[src/rtl/pwq_admit_pkg.sv]
// Package: shared decision encoding and CLS helpers for posted write
// queue admission control.
package pwq_admit_pkg;

    // Registered decision held for the life of one request
    typedef enum logic [1:0] {
        ADM_IDLE   = 2'b00,
        ADM_ACCEPT = 2'b01,
        ADM_RETRY  = 2'b10
    } adm_state_e;

    // True when the cache line size supports the half-line threshold
    function automatic logic cls_half_ok(input logic [7:0] c);
        return (c == 8'd8) || (c == 8'd16) || (c == 8'd32);
    endfunction

endpackage

[src/rtl/pwq_free_tracker.sv]
// Module: pwq_free_tracker
// Keeps the count of free queue entries. Push lowers it, pop raises it,
// and both together leave it unchanged.
// Assumes: push/pop are single-cycle strobes, at most one entry each.
// A push at zero or a pop at DEPTH is dropped, so the count is saturated.
module pwq_free_tracker #(
    parameter int DEPTH  = 64,
    parameter int FREE_W = $clog2(DEPTH + 1)
) (
    input  logic              clk,
    input  logic              rst_n,
    input  logic              push,
    input  logic              pop,
    output logic [FREE_W-1:0] free_cnt
);
    localparam logic [FREE_W-1:0] FULL_FREE = FREE_W'(DEPTH);

    logic at_zero;
    logic at_full;
    logic do_dec;
    logic do_inc;

    // Purpose: qualify strobes against the saturation limits
    always_comb begin
        at_zero = (free_cnt == '0);
        at_full = (free_cnt == FULL_FREE);
        do_dec  = push && !pop && !at_zero;
        do_inc  = pop && !push && !at_full;
    end

    // Purpose: update the free count
    always_ff @(posedge clk) begin
        if (!rst_n)
            free_cnt <= FULL_FREE;
        else if (do_dec)
            free_cnt <= free_cnt - 1'b1;
        else if (do_inc)
            free_cnt <= free_cnt + 1'b1;
    end


    free_range_chk: assert property (@(posedge clk) disable iff (!rst_n)
        free_cnt <= FULL_FREE);


    push_dec_chk: assert property (@(posedge clk) disable iff (!rst_n)
        (push && !pop && free_cnt != '0) |=> free_cnt == $past(free_cnt) - 1'b1);


    pop_inc_chk: assert property (@(posedge clk) disable iff (!rst_n)
        (pop && !push && free_cnt != FULL_FREE) |=> free_cnt == $past(free_cnt) + 1'b1);


    both_hold_chk: assert property (@(posedge clk) disable iff (!rst_n)
        (push && pop) |=> $stable(free_cnt));


    no_underflow_chk: assert property (@(posedge clk) disable iff (!rst_n)
        (push && !pop && free_cnt == '0) |=> free_cnt == '0);

endmodule

[src/rtl/pwq_threshold.sv]
// Module: pwq_threshold
// Works out the minimum free-entry count needed to accept a write.
// Assumes: cls is given in Dwords for the target bus. HALF_EN=0 builds a
// variant without the half-line option, in which the tuning bit is ignored.
module pwq_threshold
    import pwq_admit_pkg::*;
#(
    parameter int CLS_W   = 8,
    parameter bit HALF_EN = 1'b1
) (
    input  logic [CLS_W-1:0] cls,
    input  logic             tune_half,
    input  logic             odd_start,
    output logic [CLS_W-1:0] thr
);
    logic [CLS_W-1:0] line_thr;
    logic [7:0]       cls8;

    // Purpose: narrow or widen cls for the helper function
    always_comb begin
        cls8 = 8'(cls);
    end

    // Purpose: full-line threshold, one less for an odd Dword start
    always_comb begin
        if (odd_start && cls != '0)
            line_thr = cls - 1'b1;
        else
            line_thr = cls;
    end

    generate
        if (HALF_EN) begin : g_half
            // Purpose: pick the half-line threshold for supported sizes
            always_comb begin
                if (tune_half && cls_half_ok(cls8) && (CLS_W >= 6 || cls == CLS_W'(cls8)))
                    thr = cls >> 1;
                else
                    thr = line_thr;
            end
        end else begin : g_line
            // Purpose: full-line threshold only
            always_comb begin
                thr = line_thr;
            end
        end
    endgenerate

endmodule

[src/rtl/pwq_decision.sv]
// Module: pwq_decision
// Registers the accept/retry answer on the first cycle of a request and
// holds it until the request drops.
// Assumes: wr_req stays high for the whole request and drops for at least
// one cycle between requests.
module pwq_decision
    import pwq_admit_pkg::*;
#(
    parameter int FREE_W = 7,
    parameter int CLS_W  = 8
) (
    input  logic              clk,
    input  logic              rst_n,
    input  logic              wr_req,
    input  logic [FREE_W-1:0] free_cnt,
    input  logic [CLS_W-1:0]  thr,
    output logic              accept,
    output logic              retry
);
    localparam int CMP_W = ((FREE_W > CLS_W) ? FREE_W : CLS_W) + 1;

    adm_state_e state;
    logic       req_q;
    logic       req_new;
    logic       room_ok;

    // Purpose: detect a new request and compare free space to threshold
    always_comb begin
        req_new = wr_req && !req_q;
        room_ok = (free_cnt != '0) && (CMP_W'(free_cnt) >= CMP_W'(thr));
    end

    // Purpose: remember the request level to find its first cycle
    always_ff @(posedge clk) begin
        if (!rst_n)
            req_q <= 1'b0;
        else
            req_q <= wr_req;
    end

    // Purpose: take the decision once and hold it during the request
    always_ff @(posedge clk) begin
        if (!rst_n)
            state <= ADM_IDLE;
        else if (!wr_req)
            state <= ADM_IDLE;
        else if (req_new)
            state <= room_ok ? ADM_ACCEPT : ADM_RETRY;
    end

    // Purpose: drive the outputs from the held decision
    always_comb begin
        accept = (state == ADM_ACCEPT);
        retry  = (state == ADM_RETRY);
    end


    full_retry_chk: assert property (@(posedge clk) disable iff (!rst_n)
        (req_new && free_cnt == '0) |=> retry && !accept);


    hold_dec_chk: assert property (@(posedge clk) disable iff (!rst_n)
        (wr_req && req_q) |=> $stable(accept) && $stable(retry));


    drop_idle_chk: assert property (@(posedge clk) disable iff (!rst_n)
        !wr_req |=> !accept && !retry);


    excl_out_chk: assert property (@(posedge clk) disable iff (!rst_n)
        $onehot0({accept, retry}));


    answer_given_chk: assert property (@(posedge clk) disable iff (!rst_n)
        req_new |=> (accept || retry));

endmodule

[src/rtl/pwq_admit.sv]
// Module: pwq_admit (top)
// Admission control for one posted write queue: tracks free entries and
// answers each new write with accept or retry.
// Assumes: cls is the target-bus cache line size in Dwords. addr_b2 is
// address bit 2 of the first Dword of the write.
module pwq_admit
    import pwq_admit_pkg::*;
#(
    parameter int DEPTH   = 64,
    parameter int CLS_W   = 8,
    parameter bit HALF_EN = 1'b1,
    parameter int FREE_W  = $clog2(DEPTH + 1)
) (
    input  logic              clk,
    input  logic              rst_n,
    input  logic              wr_req,
    input  logic              addr_b2,
    input  logic              tune_half,
    input  logic [CLS_W-1:0]  cls,
    input  logic              push,
    input  logic              pop,
    output logic              accept,
    output logic              retry,
    output logic [FREE_W-1:0] free_cnt
);
    logic [CLS_W-1:0] thr;

    pwq_free_tracker #(
        .DEPTH  (DEPTH),
        .FREE_W (FREE_W)
    ) u_free (
        .clk      (clk),
        .rst_n    (rst_n),
        .push     (push),
        .pop      (pop),
        .free_cnt (free_cnt)
    );

    pwq_threshold #(
        .CLS_W   (CLS_W),
        .HALF_EN (HALF_EN)
    ) u_thr (
        .cls       (cls),
        .tune_half (tune_half),
        .odd_start (addr_b2),
        .thr       (thr)
    );

    pwq_decision #(
        .FREE_W (FREE_W),
        .CLS_W  (CLS_W)
    ) u_dec (
        .clk      (clk),
        .rst_n    (rst_n),
        .wr_req   (wr_req),
        .free_cnt (free_cnt),
        .thr      (thr),
        .accept   (accept),
        .retry    (retry)
    );


    reset_quiet_chk: assert property (@(posedge clk)
        !rst_n |=> !accept && !retry);

endmodule

[config.mk]
export PLATFORM = sky130hd
export DESIGN_NAME = pwq_admit
export DESIGN_NICKNAME = d
export VERILOG_FILES = /design/src/rtl/pwq_admit_pkg.sv /design/src/rtl/pwq_free_tracker.sv /design/src/rtl/pwq_threshold.sv /design/src/rtl/pwq_decision.sv /design/src/rtl/pwq_admit.sv
export SDC_FILE = /design/constraint.sdc
export NUM_CORES = 1
export LEC_CHECK = 0
export ABC_CLOCK_PERIOD_IN_PS = 3600
export BUFFER_PORTS_ARGS = -buffer_cell sky130_fd_sc_hd__buf_2
export CORE_ASPECT_RATIO = 1.2
export CORE_MARGIN = 2
export CORE_UTILIZATION = 25
export DETAILED_ROUTE_END_ITERATION = 12
export PLACE_DENSITY = 0.48
export SLEW_MARGIN = 20
export SYNTH_ARGS = -nofsm -noshare
export SYNTH_HDL_FRONTEND = slang
export SYNTH_SLANG_ARGS = --single-unit
[constraint.sdc]
create_clock -name clk -period 3.6 [get_ports clk]
set_input_delay 0.72 -clock clk [delete_from_list [all_inputs] [get_ports clk]]
set_output_delay 0.72 -clock clk [all_outputs]
set_load 0.005 [all_outputs]
==> reports/qor.txt <==
Antenna violations before repair: 0
Area taken by multi-input logic gates: 897 um^2
Clock Path Buffers: 2
Clock transition at the registers of the reported paths: 40 ps
Crit path time final: 3220 ps
Post-CTS sizing: 0
CP startpoint: cls[0]
Post-DP HPWL: 2.30 mm
Top_reg_cell synth: dfxtp_1
Clock latency on the worst-skew pair: 230 ps
RSZ-0062 raised after global routing: false
Critical path's slowest cell: nor4b_2
Post-Syn Area: 0.00115 mm^2
Die W: 65.8 um
Clock skew: 0.414 ps
TNS Setup: 0 ps
Post-synth ARST share: 0%
CTS tree: built
Reg2reg path depth: 10
Sequential-to-total area share from yosys stat: 17.4%
Crit path cell chain: buf_2, inv_1, ha_1, nor4b_2, o2111ai_1, a21o_1, ha_1, a21oi_1, o21ai_0, a221oi_4, nor3_1, a31o_1
CP required: 3720 ps
Post-synthesis sequential element count: 10
Initial Util: 25.5%
Final antenna-violating net count: 0
PortBufs: 23
EDFF count, synth: 0
CP Capture Type: register
Critical path class: in2reg
Fill cells: 478
Crit Reg-Reg Startpoint: u_free.free_cnt[2]$_SDFFE_PN0P_
Setup violators final: 0
Core outline area: 0.00449 mm^2
Via count: 1078
CTS Buf Count: 3
Die area: 0.00515 mm^2
Iteration count of the initial detailed-routing pass: 4
Gr usage total: 11.6%
Register area: 200 um^2
Largest net degree at the start of global routing: 11
Yosys Warn Count: 0
Fin crit share: 89.5%
Most used cell, CP: ha_1
Iter 0 DRT Violations: 29
Most common cell in the netlist: ha_1
Synth area leader: dfxtp_1
Outcome: complete, no violations
PD cells: 361 mW/mm^2
WHS Path Cells: 1
Crit path DAT: 3340 ps
Post-synth top cells: ha_1 (14), a21oi_1 (11), dfxtp_1 (10)
WHS: 502 ps
Hold Vio Cnt, Final: 0
Number of global-route vias before repair: 1081
Num Clock Sinks: 10
Hold path start: u_dec.state[0]$_SDFFE_PN0P_
Post-synth top area share: 17.4%
Crit-path max cell delay: 460 ps
Die Ht: 78.2 um
Final Slew Violations: 0
Setup Buffers After CTS: 0
Max-capacitance violation count: 0
Ant diodes: 0
Cell count after synthesis: 137
WL final: 2.78 mm
Crit-path max FO: 7
Path category of the worst min-delay check: reg2reg
Rel. slew slack: 62.8%
I/O Pins: 24
Hold_buf cts: 0
Startpoint Class: input pin
Mean Syn Cell Area: 8.37 um^2
Vias per inst: 4.92
Area Overhead vs Synth: 18.9%
Site Rows: 27
P_leak: 0.633 nW
Placer congestion estimate: 0.789
Worst Tran Pin Value: 556 ps
Nets: 193
Peak supply drop: 0.137 mV
Global-route wire length before repair: 4.76 mm
Root buffer cell: clkbuf_8
Synth top area cells: dfxtp_1 (17%), ha_1 (15%), mux2i_1 (6.1%)
CTS H-Tree Depth: 1
Layout cell share with drive strength beyond 1: 21.1%
FMAX: 310 MHz
Synth unique cells: 47
Synthesized Nets: 167
DRC: 0
GRT overflow: 0
Per-cell routed wire length: 12.7 um
## state kept, by name, indices dropped and copies added, names as in the netlist
register and count:
u_dec.state 2, u_dec.req_q 1, u_free.free_cnt 7
## cell usage in the layout, fill, tap and decap left out, drive strengths merged, types with 2 or more instances in the layout
cell type,n
nand3,3
clkbuf,3
nand2b,2
nor2b,9
nor3,6
xor2,2
nand2,8
a21oi,12
nor2,7
xnor2,6
inv,8
a221oi,2
mux2i,7
a21o,2
ha,14
buf,24
o21bai,2
o21ai,8
dfxtp,10
and2,3
or4,2
## layout make-up
| cell class | count | share of cell area, % |
|---|---|---|
| clock buffers | 3 | 3.03 |
| inverters | 8 | 2.20 |
| multi-input cells | 116 | 65.8 |
| flip-flops and latches | 10 | 14.7 |
| well taps | 58 | 5.32 |
| repair buffers | 24 | 8.99 |
## stage by stage
stage / total power [mW] / utilization, % / setup WS [ps] / instance area (um^2) / instances
finish: 0.492 / 30.4 / 377 / 1360 / 219
global route: 0.539 / 30.4 / 130 / 1360 / 219
CTS: 0.499 / 30.4 / 363 / 1360 / 219
detailed placement: 0.386 / 29.4 / 110 / 1320 / 216
global placement: 0.379 / 29.4 / 219 / 1320 / 216
floorplan: 0.321 / - / 557 / 1150 / 137
## where the power goes
part	internal, mW	switching (mW)
Combinational	0.109	0.117
Sequential	0.126	0.0295
Clock	0.0727	0.0375
## path summary, 6_finish.rpt
check,end,slack (ps)
max,u_dec.state[0]$_SDFFE_PN0P_,380
min,u_dec.state[0]$_SDFFE_PN0P_,500
max reg2reg,u_free.free_cnt[6]$_SDFFE_PN1P_,890
min reg2reg,u_dec.state[0]$_SDFFE_PN0P_,500
## worst max-delay path: cells and delay by family
family / cells / cell delay [ps]
compound gates: 6 / 1460
buf+inv: 2 / 200
simple gates: 2 / 530
fa+ha+maj: 2 / 420
## per-layer routing
| metal | part of all wire (%) | global-route usage (%) | up-vias |
|---|---|---|---|
| met2 | 50 | 19.4 | 27 |
| met1 | 45 | 14.2 | 492 |
| met4 | 0.86 | 4.79 | 0 |
| li1 | - | - | 557 |
| met5 | 0 | 0 | - |
| met3 | 4.9 | 2.15 | 2 |
## logic make-up (layout without fill, tap and decap cells)
| group | count (synthesis) | in the layout | share of synthesized area (%) |
|---|---|---|---|
| simple gates | 48 | 48 | 25.0 |
| compound gates | 38 | 38 | 24.0 |
| fa+ha+maj | 15 | 15 | 17.0 |
| buf+inv | 11 | 35 | 4.36 |
| flops | 10 | 10 | 17.4 |
| xor+xnor | 8 | 8 | 6.11 |
| mux | 7 | 7 | 6.11 |
(Power assumes the default switching activity.)
